### src/rtl/bseq_pkg.sv
package bseq_pkg;

    // Width of the flag test selector (eight tests over four flags).
    localparam int unsigned COND_W = 3;

    typedef enum logic [1:0] {
        OP_JUMP    = 2'd0,
        OP_CALL    = 2'd1,
        OP_RET     = 2'd2,
        OP_LOAD_HL = 2'd3
    } bseq_op_e;

    typedef enum logic [2:0] {
        ST_IDLE,
        ST_TGT_LO,
        ST_TGT_HI,
        ST_PUSH_HI,
        ST_PUSH_LO,
        ST_POP_LO,
        ST_POP_HI,
        ST_DONE
    } bseq_state_e;

    // Memory address source.
    typedef enum logic [2:0] {
        AS_PC_P1,
        AS_PC_P2,
        AS_SP_M1,
        AS_SP_M2,
        AS_SP_P0,
        AS_SP_P1
    } bseq_asel_e;

    // Next-PC source.
    typedef enum logic [2:0] {
        PS_HOLD,
        PS_HL,
        PS_SKIP_LONG,
        PS_SKIP_SHORT,
        PS_RDATA_LO,
        PS_TARGET
    } bseq_psel_e;

    // Stack pointer update.
    typedef enum logic [1:0] {
        SS_HOLD,
        SS_DOWN2,
        SS_UP2
    } bseq_ssel_e;

endpackage

### src/rtl/bseq_cond.sv
// Flag test: for flag g, even selector 2g tests "clear", odd 2g+1 tests "set".
module bseq_cond #(
    parameter int unsigned N_FLAGS = 4,
    parameter int unsigned SEL_W   = $clog2(2 * N_FLAGS)
) (
    input  logic [N_FLAGS-1:0] flag_vec,
    input  logic [SEL_W-1:0]   sel,
    output logic               hit
);
    localparam int unsigned N_TESTS = 2 * N_FLAGS;

    logic [N_TESTS-1:0] tests;

    for (genvar g = 0; g < N_FLAGS; g++) begin : g_flag
        assign tests[2*g]   = ~flag_vec[g];
        assign tests[2*g+1] =  flag_vec[g];
    end

    assign hit = tests[sel];

endmodule

### src/rtl/bseq_ctrl.sv
module bseq_ctrl
    import bseq_pkg::*;
(
    input  logic       clk,
    input  logic       rst_n,
    input  logic       start,
    input  bseq_op_e   op,
    input  logic       take,
    output logic       busy,
    output logic       done,
    output logic       mem_rd,
    output logic       mem_wr,
    output bseq_asel_e asel,
    output bseq_psel_e psel,
    output bseq_ssel_e ssel,
    output logic       lat_lo,
    output logic       lat_hi,
    output logic       wsel_hi
);
    bseq_state_e state_q, state_d;
    bseq_op_e    op_q;
    logic        accept;

    assign accept = (state_q == ST_IDLE) && start;

    // State register and the latched operation kind.
    always_ff @(posedge clk or negedge rst_n) begin
        if (!rst_n) begin
            state_q <= ST_IDLE;
            op_q    <= OP_JUMP;
        end else begin
            state_q <= state_d;
            if (accept) begin
                op_q <= op;
            end
        end
    end

    // Transitions.
    always_comb begin
        state_d = state_q;
        unique case (state_q)
            ST_IDLE: begin
                if (start) begin
                    if (op == OP_LOAD_HL || !take) begin
                        state_d = ST_DONE;
                    end else if (op == OP_RET) begin
                        state_d = ST_POP_LO;
                    end else begin
                        state_d = ST_TGT_LO;
                    end
                end
            end
            ST_TGT_LO:  state_d = ST_TGT_HI;
            ST_TGT_HI:  state_d = (op_q == OP_CALL) ? ST_PUSH_HI : ST_DONE;
            ST_PUSH_HI: state_d = ST_PUSH_LO;
            ST_PUSH_LO: state_d = ST_DONE;
            ST_POP_LO:  state_d = ST_POP_HI;
            ST_POP_HI:  state_d = ST_DONE;
            ST_DONE:    state_d = ST_IDLE;
            default:    state_d = ST_IDLE;
        endcase
    end

    // Outputs and datapath controls.
    always_comb begin
        busy    = (state_q != ST_IDLE);
        done    = 1'b0;
        mem_rd  = 1'b0;
        mem_wr  = 1'b0;
        asel    = AS_PC_P1;
        psel    = PS_HOLD;
        ssel    = SS_HOLD;
        lat_lo  = 1'b0;
        lat_hi  = 1'b0;
        wsel_hi = 1'b0;
        unique case (state_q)
            ST_IDLE: begin
                if (start) begin
                    if (op == OP_LOAD_HL) begin
                        psel = PS_HL;
                    end else if (!take) begin
                        psel = (op == OP_RET) ? PS_SKIP_SHORT : PS_SKIP_LONG;
                    end
                end
            end
            ST_TGT_LO: begin
                mem_rd = 1'b1;
                asel   = AS_PC_P1;
                lat_lo = 1'b1;
            end
            ST_TGT_HI: begin
                mem_rd = 1'b1;
                asel   = AS_PC_P2;
                lat_hi = 1'b1;
                if (op_q == OP_JUMP) begin
                    psel = PS_RDATA_LO;
                end
            end
            ST_PUSH_HI: begin
                mem_wr  = 1'b1;
                asel    = AS_SP_M1;
                wsel_hi = 1'b1;
            end
            ST_PUSH_LO: begin
                mem_wr = 1'b1;
                asel   = AS_SP_M2;
                psel   = PS_TARGET;
                ssel   = SS_DOWN2;
            end
            ST_POP_LO: begin
                mem_rd = 1'b1;
                asel   = AS_SP_P0;
                lat_lo = 1'b1;
            end
            ST_POP_HI: begin
                mem_rd = 1'b1;
                asel   = AS_SP_P1;
                psel   = PS_RDATA_LO;
                ssel   = SS_UP2;
            end
            ST_DONE: begin
                done = 1'b1;
            end
            default: begin
                done = 1'b0;
            end
        endcase
    end

endmodule

### src/rtl/bseq_datapath.sv
module bseq_datapath
    import bseq_pkg::*;
#(
    parameter int unsigned            BYTE_W    = 8,
    parameter int unsigned            ADDR_W    = 2 * BYTE_W,
    parameter logic [ADDR_W-1:0]      PC_RESET  = '0,
    parameter logic [ADDR_W-1:0]      SP_RESET  = '0,
    parameter int unsigned            LONG_LEN  = 3,
    parameter int unsigned            SHORT_LEN = 1
) (
    input  logic              clk,
    input  logic              rst_n,
    input  bseq_asel_e        asel,
    input  bseq_psel_e        psel,
    input  bseq_ssel_e        ssel,
    input  logic              lat_lo,
    input  logic              lat_hi,
    input  logic              wsel_hi,
    input  logic [ADDR_W-1:0] hl_val,
    input  logic [BYTE_W-1:0] mem_rdata,
    output logic [ADDR_W-1:0] mem_addr,
    output logic [BYTE_W-1:0] mem_wdata,
    output logic [ADDR_W-1:0] pc,
    output logic [ADDR_W-1:0] sp
);
    localparam logic [ADDR_W-1:0] ONE        = ADDR_W'(1);
    localparam logic [ADDR_W-1:0] TWO        = ADDR_W'(2);
    localparam logic [ADDR_W-1:0] STEP_LONG  = ADDR_W'(LONG_LEN);
    localparam logic [ADDR_W-1:0] STEP_SHORT = ADDR_W'(SHORT_LEN);

    logic [ADDR_W-1:0] pc_q, pc_d, sp_q, sp_d, ret_addr;
    logic [BYTE_W-1:0] lo_q, hi_q;

    // PC still addresses the call opcode while the return address is pushed.
    assign ret_addr = pc_q + STEP_LONG;

    always_comb begin
        unique case (asel)
            AS_PC_P1: mem_addr = pc_q + ONE;
            AS_PC_P2: mem_addr = pc_q + TWO;
            AS_SP_M1: mem_addr = sp_q - ONE;
            AS_SP_M2: mem_addr = sp_q - TWO;
            AS_SP_P0: mem_addr = sp_q;
            AS_SP_P1: mem_addr = sp_q + ONE;
            default:  mem_addr = pc_q;
        endcase
    end

    assign mem_wdata = wsel_hi ? ret_addr[ADDR_W-1 -: BYTE_W] : ret_addr[BYTE_W-1:0];

    always_comb begin
        unique case (psel)
            PS_HOLD:       pc_d = pc_q;
            PS_HL:         pc_d = hl_val;
            PS_SKIP_LONG:  pc_d = pc_q + STEP_LONG;
            PS_SKIP_SHORT: pc_d = pc_q + STEP_SHORT;
            PS_RDATA_LO:   pc_d = {mem_rdata, lo_q};
            PS_TARGET:     pc_d = {hi_q, lo_q};
            default:       pc_d = pc_q;
        endcase
    end

    always_comb begin
        unique case (ssel)
            SS_HOLD:  sp_d = sp_q;
            SS_DOWN2: sp_d = sp_q - TWO;
            SS_UP2:   sp_d = sp_q + TWO;
            default:  sp_d = sp_q;
        endcase
    end

    always_ff @(posedge clk or negedge rst_n) begin
        if (!rst_n) begin
            pc_q <= PC_RESET;
            sp_q <= SP_RESET;
            lo_q <= '0;
            hi_q <= '0;
        end else begin
            pc_q <= pc_d;
            sp_q <= sp_d;
            if (lat_lo) begin
                lo_q <= mem_rdata;
            end
            if (lat_hi) begin
                hi_q <= mem_rdata;
            end
        end
    end

    assign pc = pc_q;
    assign sp = sp_q;

endmodule

### src/rtl/branch_seq.sv
module branch_seq
    import bseq_pkg::*;
#(
    parameter int unsigned       BYTE_W    = 8,
    localparam int unsigned      ADDR_W    = 2 * BYTE_W,
    parameter logic [ADDR_W-1:0] PC_RESET  = '0,
    parameter logic [ADDR_W-1:0] SP_RESET  = '0,
    parameter int unsigned       LONG_LEN  = 3,
    parameter int unsigned       SHORT_LEN = 1
) (
    input  logic              clk,
    input  logic              rst_n,
    input  logic              start,
    input  logic [1:0]        op_kind,
    input  logic              cond_en,
    input  logic [COND_W-1:0] cond_sel,
    input  logic              flag_s,
    input  logic              flag_z,
    input  logic              flag_p,
    input  logic              flag_c,
    input  logic [ADDR_W-1:0] hl_val,
    input  logic [BYTE_W-1:0] mem_rdata,
    output logic [ADDR_W-1:0] mem_addr,
    output logic              mem_rd,
    output logic              mem_wr,
    output logic [BYTE_W-1:0] mem_wdata,
    output logic [ADDR_W-1:0] pc,
    output logic [ADDR_W-1:0] sp,
    output logic              busy,
    output logic              done
);
    localparam int unsigned N_FLAGS = 4;

    logic       cond_hit, take;
    logic       lat_lo, lat_hi, wsel_hi;
    bseq_asel_e asel;
    bseq_psel_e psel;
    bseq_ssel_e ssel;

    // Flag order sets the selector encoding: zero, carry, parity, sign.
    bseq_cond #(
        .N_FLAGS (N_FLAGS),
        .SEL_W   (COND_W)
    ) i_cond (
        .flag_vec ({flag_s, flag_p, flag_c, flag_z}),
        .sel      (cond_sel),
        .hit      (cond_hit)
    );

    assign take = !cond_en || cond_hit;

    bseq_ctrl i_ctrl (
        .clk     (clk),
        .rst_n   (rst_n),
        .start   (start),
        .op      (bseq_op_e'(op_kind)),
        .take    (take),
        .busy    (busy),
        .done    (done),
        .mem_rd  (mem_rd),
        .mem_wr  (mem_wr),
        .asel    (asel),
        .psel    (psel),
        .ssel    (ssel),
        .lat_lo  (lat_lo),
        .lat_hi  (lat_hi),
        .wsel_hi (wsel_hi)
    );

    bseq_datapath #(
        .BYTE_W    (BYTE_W),
        .ADDR_W    (ADDR_W),
        .PC_RESET  (PC_RESET),
        .SP_RESET  (SP_RESET),
        .LONG_LEN  (LONG_LEN),
        .SHORT_LEN (SHORT_LEN)
    ) i_datapath (
        .clk       (clk),
        .rst_n     (rst_n),
        .asel      (asel),
        .psel      (psel),
        .ssel      (ssel),
        .lat_lo    (lat_lo),
        .lat_hi    (lat_hi),
        .wsel_hi   (wsel_hi),
        .hl_val    (hl_val),
        .mem_rdata (mem_rdata),
        .mem_addr  (mem_addr),
        .mem_wdata (mem_wdata),
        .pc        (pc),
        .sp        (sp)
    );

endmodule

### config.mk
export PLATFORM = sky130hd
export DESIGN_NAME = branch_seq
export DESIGN_NICKNAME = d
export VERILOG_FILES = /design/src/rtl/bseq_pkg.sv /design/src/rtl/bseq_cond.sv /design/src/rtl/bseq_ctrl.sv /design/src/rtl/bseq_datapath.sv /design/src/rtl/branch_seq.sv
export SDC_FILE = /design/constraint.sdc
export NUM_CORES = 1
export LEC_CHECK = 0
export CORE_MARGIN = 1.5
export CORE_UTILIZATION = 40
export CTS_BUF_LIST = sky130_fd_sc_hd__clkbuf_16
export DETAILED_ROUTE_END_ITERATION = 6
export DONT_BUFFER_PORTS = 1
export HOLD_SLACK_MARGIN = 0.1
export MAX_ROUTING_LAYER = met4
export PLACE_DENSITY = 0.64
export SLEW_MARGIN = 40
export SYNTH_ARGS = -nofsm -noshare
export SYNTH_HDL_FRONTEND = slang
export SYNTH_SLANG_ARGS = --single-unit
### constraint.sdc
create_clock -name clk -period 3.9 [get_ports clk]
set_input_delay 1.17 -clock clk [delete_from_list [all_inputs] [get_ports clk]]
set_output_delay 1.17 -clock clk [all_outputs]
set_load 0.01 [all_outputs]
==> results, run 1 <==
- The flow ran to the end, and the final reports show no timing, DRC or antenna violations.
- After detailed routing, the number of remaining DRC violations is 0.
- The port buffer count is 0.
- The worst path arrival time is ~2.6 ns.
- The transition time of the tightest slew-check pin is 0.7833 ns.
- Of all flip-flops after synthesis, the portion carrying an async set or reset was 1.000.
- At the end of the flow the core is filled with cells to 0.4609.
- The H-tree level count is 2.
- Between clock sinks in the finished design, the worst skew comes to 0.008478 ns.
- Once placement completed, the tool counted placed cells totaling 805.
- Counting the buffers created by CTS gives 5.
- The type of the tightest min-delay check is register to register.
- The total wire length after detailed routing is about 16000 um.
- The die width is about 110 um.
- Clock-pin slew was measured on the worst setup and hold paths at around 0.08 ns.
- The critical path is of the register to primary output type.
- The largest vdd supply drop is 361.8 uV.
- The worst path meets setup with around 0.14 ns of slack.
- The die area is 13090 um^2.
- In this run the deepest clock path goes through 2 buffers.
- The data required time at the worst endpoint is around 2.7 ns.
- The leading cell type by number of instances after synthesis is nand2_1.
- Leaving out filler cells and counting taps, the final layout contains between 800 and 900.
- Synthesis produced a netlist whose cell count is 640.
- The final count of hold timing violations was 0.
- Using the TritonRoute via totals, the vias-per-cell ratio works out to a little over 6.
- The number of search-and-repair iterations in the first detailed-routing pass is 5.
- After floorplanning, the core was sized to cover 12060 um^2.
- The iteration-0 DRC count of the detailed router is approximately 430.
- The count of maximum capacitance violations is 0.
- During synthesis, Yosys emitted a total of 0 warnings.
- The total power of the final layout is 5737 uW.
- In this run the worst path has a maximum fanout of 5.
- The number of nets handed over by synthesis was around 690.
- The site row count is 40.
- The detail route stage leaves a number of antenna-violating nets equal to 0.
- Of the post-synthesis cell area, the dominant cell type holds 0.2621.
- The worst slew slack as a fraction of its limit is 0.4767.
- After the last flow step, the layout net total stands at around 700.
- The analysis attributes to cell leakage a power of 0.002197 uW.
- The final route contains just under 5000 vias.
- Each instance of the synthesized netlist takes up on average 7.757 um^2.
- slightly below 100 I/O pins were placed.
- The total setup violations reported at the end of the flow is 0.
- After synthesis, the cell types taking the most area are dfrtp_1, nand2_1, xnor2_1.
- The count of pins over their slew limit is 0.
- The worst hold-check slack is about 0.48 ns.
- The maximum number of pins on one net before global-route repair is 53.
- The layout-stage area growth over the synthesis result is 11.97%.
- The estimated wirelength of the detail-placed design is between 10000 and 15000 um.
- For this run, the total global-route usage over all layers was measured as 0.2613.
- STA classifies the critical path startpoint as a register.
- The endpoint type of the worst setup path is a primary output.
- The count of filler cells inserted in the layout is 1205.
- The root buffer cell chosen for the clock tree is clkbuf_16.
- Of the available clock period, the critical path in the final layout requires 0.9647.
- Summed over all layers, the global routing overflow is 0.
- The dominant cell type by area after synthesis is dfrtp_1.
- The share of layout cells above drive strength 1 is 0.1728.
- The cell area that synthesis handed to floorplanning was ~5000 um^2.
- The clock reaches the later pin of the worst-skew pair after between 0.3 and 0.4 ns.
- The number of global-route vias before repair is between 4000 and 5000.
- The smallest clock period supported by the final layout is computed as around 3.8 ns.
- The height of the chip is about 110 um.
- For this configuration, the core starts out at a cell density of 0.4116.
- The number of antenna violations at the first check in global routing came to 0.
- The flip-flop and latch count after synthesis is 52.
- 0 antenna diodes ended up in the layout.
- The final estimated routing congestion in global placement is 0.9240.
- The number of different library cells used by synthesis comes to 74.
- The count of flip-flops with a built-in enable after synthesis is 0.
- The routed wire length per instance is ~20 um.
- The clock drives between 50 and 60 sinks.
- The highest attainable clock frequency is 265.8 MHz.
- The number of hold buffers added after CTS was 0.
- The leading register cell type out of synthesis is dfrtp_1.
- The first-pass GRT wire length is around 26000 um.
- The power density over the cells is 1032 nW/um^2.
- The clock tree from TritonCTS is built.
- For this run, the register share of the synthesized area comes to 0.2621.
- The post-placement worst setup slack is about 0.25 ns.
- The commonest cells after synthesis are nand2_1, dfrtp_1, nor2_1.
## per-layer routing
| layer | track usage | wire length (um) |
|---|---|---|
| met5 | - | 0 |
| met3 | 0.06406 | 1192 |
| met2 | 0.4196 | 7726 |
| met1 | 0.3318 | 7109 |
| met4 | 0.06250 | 312 |
## state kept, by name (all words and copies together), names as in the netlist
signal and cells:
i_ctrl.op_q 2, i_ctrl.state_q 3, i_datapath.hi_q 8, i_datapath.lo_q 8, i_datapath.pc 16, i_datapath.sp 15
## critical path, cell delays in order, from the launching register on
cell	delay (ns)
dfrtp_1	0.43
inv_2	0.15
ha_4	0.19
nand2_2	0.09
ha_2	0.22
nor2b_2	0.16
a21oi_1	0.18
and3_1	0.21
o22ai_1	0.07
o2111ai_1	0.10
a21boi_0	0.30
buf_4	0.18
## what timing repair did
action,CTS,global route
setup buffers,0,3
gates resized for setup,4,20
cloned,0,0
setup endpoints to repair,5,17
pin swaps,0,1
## power by group
group	leakage, uW	switching, uW	total, uW	internal, uW
Combinational	0.00150	2450	4080	1630
Sequential	0.000624	381	1190	814
Clock	0.0000742	224	465	241
Total	0.00220	3050	5740	2680
## worst paths after layout
| path | start | endpoint | slack, ns | depth (start not counted) |
|---|---|---|---|---|
| hold / removal | i_datapath.hi_q[6] | i_datapath.hi_q[6] | 0.48 | 2 |
| setup reg to reg | i_ctrl.state_q[0] | i_datapath.pc[12] | 0.72 | 11 |
| max in group asynchronous | rst_n | i_ctrl.state_q[1] | 3.21 | 0 |
| hold reg to reg | i_datapath.hi_q[6] | i_datapath.hi_q[6] | 0.48 | 2 |
| setup / recovery | i_ctrl.state_q[0] | mem_addr[11] | 0.14 | 11 |
| min in group asynchronous | rst_n | i_datapath.sp[13] | 0.55 | 0 |
## cell type report
| cell class | instances | area [um^2] | area share |
|---|---|---|---|
| clock inverter | 3 | 22.52 | 0.004051 |
| tap | 168 | 210.2 | 0.03781 |
| clock buffer | 5 | 125.1 | 0.02251 |
| inverter | 16 | 60.06 | 0.01080 |
| multi-input combinational | 522 | 3462 | 0.6228 |
| timing repair buffer | 50 | 375.4 | 0.06752 |
| sequential | 52 | 1304 | 0.2345 |
## metrics by stage
step | setup TNS (ns) | cell area [um^2]
6_report | 0 | 5559
5_1_grt | -0.03150 | 5559
4_1_cts | 0 | 5463
3_5_place_dp | 0 | 5310
3_3_place_gp | 0 | 5304
2_1_floorplan | 0 | 4965
## layout by cell type (no fill, tap or decap), types with 4 or more instances in the layout
master | synthesis | layout
a21oi_1 | 37 | 37
a22oi_1 | 7 | 6
a31oi_1 | 11 | 11
and2_1 | 8 | 8
and3_1 | 9 | 9
and4_1 | 4 | 4
buf_4 | 6 | 50
clkbuf_16 | 0 | 5
dfrtp_1 | 52 | 50
ha_1 | 14 | 9
inv_1 | 16 | 14
mux2_2 | 21 | 21
mux2i_1 | 12 | 12
nand2_1 | 92 | 91
nand2b_1 | 5 | 5
nand3_1 | 21 | 20
nand3b_1 | 4 | 4
nand4_1 | 17 | 17
nor2_1 | 46 | 45
nor2b_1 | 7 | 6
nor3_1 | 19 | 19
nor4_1 | 8 | 8
o211ai_1 | 4 | 4
o21ai_0 | 36 | 36
o221ai_1 | 5 | 5
o22ai_1 | 8 | 8
o311ai_0 | 8 | 4
o311ai_1 | 0 | 4
o31ai_1 | 5 | 4
or3_1 | 9 | 9
xnor2_1 | 33 | 33
xor2_1 | 6 | 6
## cell families (layout without fill, tap and decap cells)
logic type / count (synthesis) / after routing / synth area share
XOR/XNOR: 40 / 40 / 0.07435
other: 1 / 1 / 0.0007553
multiplexers: 34 / 34 / 0.07636
AO/OA/AOI/OAI: 167 / 167 / 0.2266
AND/OR/NAND/NOR: 266 / 266 / 0.2674
buffers and inverters: 66 / 74 / 0.05721
flip-flops: 52 / 52 / 0.2621
adder cells (fa/ha/maj): 14 / 14 / 0.03528
No activity file was read; power rests on OpenSTA's default activity.
==> inputs of run 2 (changes only) <==
--- a/config.mk
+++ b/config.mk
@@ -11,7 +11,6 @@
 export DETAILED_ROUTE_END_ITERATION = 6
 export DONT_BUFFER_PORTS = 1
 export HOLD_SLACK_MARGIN = 0.1
-export MAX_ROUTING_LAYER = met4
 export PLACE_DENSITY = 0.64
 export SLEW_MARGIN = 40
 export SYNTH_ARGS = -nofsm -noshare
==> run 2 against run 1 <==
Compared with the run above:
- sequential share of layout area shrank 0.089 points
- largest power group unchanged
- sequential cell count is the same
- die area is the same
- critical endpoint is now mem_addr[13]
- largest cell class unchanged
- power grew 0.97%
- clock power grew 2%
- first-iteration DRC count grew 18%
==> results, run 2 (synthesis results as in run 1) <==
- The transition time of the tightest slew-check pin is 0.8224 ns (was 0.7833 ns).
- The total setup violations reported at the end of the flow is 0 (unchanged).
- The port buffer count is 0 (unchanged).
- The met2 track demand over resource in global routing was 0.4204 (was 0.4196).
- The number of ports placed on the die boundary is 97 (unchanged).
- The data required time at the worst endpoint was 2.73 ns (about the same).
- The post-layout net count is 698 (unchanged).
- The number of global-route vias before repair came to 4743 (was 4699).
- The clock skew is 0.005261 ns (was 0.008478 ns).
- The iteration-0 DRC count of the detailed router was 502 (was 427).
- The worst-path cell with the longest stage delay is dfrtp_2 (was dfrtp_1).
- The post-route fraction of the period consumed by the critical path came to 0.9640 (was 0.9647).
- The via count of the routed design is 4928 (was 4972).
- The post-layout instance area came to 5580 um^2 (was 5559 um^2).
- The root cell of the clock tree was clkbuf_16 (unchanged).
- Most used cells in the layout excluding fill and tap cells: nand2_1, dfrtp_1, buf_4 (unchanged).
- The mean number of vias per cell is 6.039 (was 6.093).
- The number of buffers on the longest clock path is 2 (unchanged).
- Run status: finished clean (unchanged).
- The type of the tightest min-delay check is register to register (unchanged).
- The setup TNS came to 0 ns (unchanged).
- The share of layout cells above drive strength 1 is 0.1744 (was 0.1728).
- The largest vdd supply drop came to 406.4 uV (was 361.8 uV).
- The leakage power summed over all cells is 0.002195 uW (was 0.002197 uW).
- The worst path arrival time is 2.59 ns (about the same).
- The global routing usage on met3 came to 0.06564 (was 0.06406).
- The TritonCTS buffer count came to 5 (unchanged).
- The number of standard cells in the layout, taps in and fillers out is 816 (unchanged).
- The number of sinks driven by the clock tree is 52 (unchanged).
- The worst slew slack as a fraction of its limit was 0.4506 (was 0.4767).
- The most frequent standard cell in the layout excluding fill and tap cells is nand2_1 (unchanged).
- The count of filler cells inserted in the layout is 1217 (was 1205).
- The routed wire length per instance is 20.05 um (was 20.02 um).
- The first-pass GRT wire length is 25790 um (was 25950 um).
- The maximum number of pins on one net before global-route repair is 53 (unchanged).
- The die area is 13090 um^2 (unchanged).
- The placed instance count is 804 (was 805).
- The final estimated routing congestion in global placement is 0.9172 (was 0.9240).
- The site row count came to 40 (unchanged).
- The final count of hold timing violations came to 0 (unchanged).
- The clock tree from TritonCTS is built (unchanged).
- The highest cell delay on the worst timing path was 0.45 ns (was 0.43 ns).
- The number of search-and-repair iterations in the first detailed-routing pass is 6 (was 5).
- The estimated wirelength of the detail-placed design is 12510 um (was 12570 um).
- The number of flip-flops under the largest register name is 16 (unchanged).
- The die width was 114.4 um (unchanged).
- The total grt overflow is 0 (unchanged).
- The worst-path maximum fanout was 9 (was 5).
- The count of antenna diodes in the layout was 0 (unchanged).
- The total wire length after detailed routing is 16360 um (was 16340 um).
- The aggregate global-route resource usage was 0.2507 (was 0.2613).
- The clock transition time at the flip-flop clock pins of the worst setup and hold paths is 0.08 ns (about the same).
- The placed cell area came to 5303 um^2 (was 5310 um^2).
- The most crowded layer after global routing is met2 (unchanged).
- The count of pins over their slew limit is 0 (unchanged).
- The count of maximum capacitance violations is 0 (unchanged).
- The worst hold-check slack is 0.4801 ns (was 0.4768 ns).
- Setup repair after global routing could not meet its margin everywhere.
- The post-route antenna net violation count is 0 (unchanged).
- The highest attainable clock frequency was 266.0 MHz (was 265.8 MHz).
- The shortest clock period the worst path allows after layout is 3.759 ns (was 3.762 ns).
- Cell-by-cell trace of the critical path: inv_2, ha_4, nand2_2, ha_1, nor2b_2, a21oi_1, and3_1, buf_4, o22ai_1, nand4_1, o211a_1 (was inv_2, ha_4, nand2_2, ha_2, nor2b_2, a21oi_1, and3_1, o22ai_1, o2111ai_1, a21boi_0, buf_4).
- The H-tree level count was 2 (unchanged).
- The met1 track demand over resource is 0.3190 (was 0.3318).
- The insertion delay of the later-clocked pin in the worst-skew pair is 0.30 ns (was 0.31 ns).
- The total core area came to 12060 um^2 (unchanged).
- The starting density of the core is 0.4116 (unchanged).
- The power density over the cells is 1038 nW/um^2 (was 1032 nW/um^2).
- The remaining routing DRC violations is 0 (unchanged).
- The layout-stage area growth over the synthesis result came to 12.40% (was 11.97%).
- The number of antenna violations at the first check in global routing was 0 (unchanged).
- The endpoint type of the worst setup path was a primary output (unchanged).
- The type of the worst setup path is register to primary output (unchanged).
- The sort of element at the start of the critical path is a register (unchanged).
- The height of the chip was 114.4 um (unchanged).
-- run 2: changes by cell type in the layout (fill, tap and decap cells not counted), sizes merged --
cell / previous run / this run
clkinvlp: 0 / 1
inv: 17 / 18
clkinv: 2 / 0
-- run 2: area by class of cell --
cell class	count	area [um^2]	share of cell area
well taps	168	210.2	0.03767
flip-flops and latches	52	1304	0.2336
inverters	16	60.06	0.01076
clock buffers	5	125.1	0.02242
clock inverters	3	25.02	0.004484
repair buffers	50	375.4	0.06726
multi-input cells	522	3481	0.6238
-- run 2: final timing paths --
path	start	slack, ns	to	cells past startpoint
max in group asynchronous	rst_n	3.24	i_datapath.pc[5]	0
worst min-delay path	i_datapath.hi_q[4]	0.48	i_datapath.hi_q[4]	2
worst min register to register	i_datapath.hi_q[4]	0.48	i_datapath.hi_q[4]	2
worst max register to register	i_ctrl.state_q[1]	0.74	i_datapath.pc[9]	11
worst max-delay path	i_ctrl.state_q[1]	0.14	mem_addr[13]	11
min in group asynchronous	rst_n	0.55	i_datapath.sp[15]	0
-- run 2: report_power, final --
part           total [uW]  internal, uW  switching [uW]
combinational        4120          1660            2460
clock                 475           244             232
sequential           1200           814             385
total                5790          2710            3080
-- run 2: what timing repair did --
action | in CTS | in global routing
endpoints found under the setup margin | 6 | 16
gates resized for setup | 5 | 20
pin swaps | 0 | 1
gates cloned | 0 | 0
setup buffers | 0 | 4
hold buffers | 0 | 0
-- run 2: worst max-delay path: cells and delay by family, from the launching register on --
family,cells,cell delay (ns)
AO/OA/AOI/OAI,3,0.53
flip-flops,1,0.45
buffers and inverters,2,0.30
adder cells (fa/ha/maj),2,0.44
AND/OR/NAND/NOR,4,0.56
-- run 2: layer usage --
layer | wire length (um) | up-vias
met5 | 0 | -
met4 | 288 | 0
met3 | 1256 | 23
met2 | 7792 | 192
met1 | 7024 | 2354
li1 | - | 2359
-- run 2: per-stage QoR --
| stage | utilization | setup WS [ns] | total power (uW) |
|---|---|---|---|
| finish | 0.4627 | 0.1406 | 5792 |
| CTS | 0.4532 | 0.001489 | 5616 |
| global route | 0.4627 | -0.01759 | 6227 |
| global placement | 0.4391 | 0.3802 | 5049 |
| detailed placement | 0.4396 | 0.2488 | 5113 |
| floorplan | - | 0.3944 | 3859 |
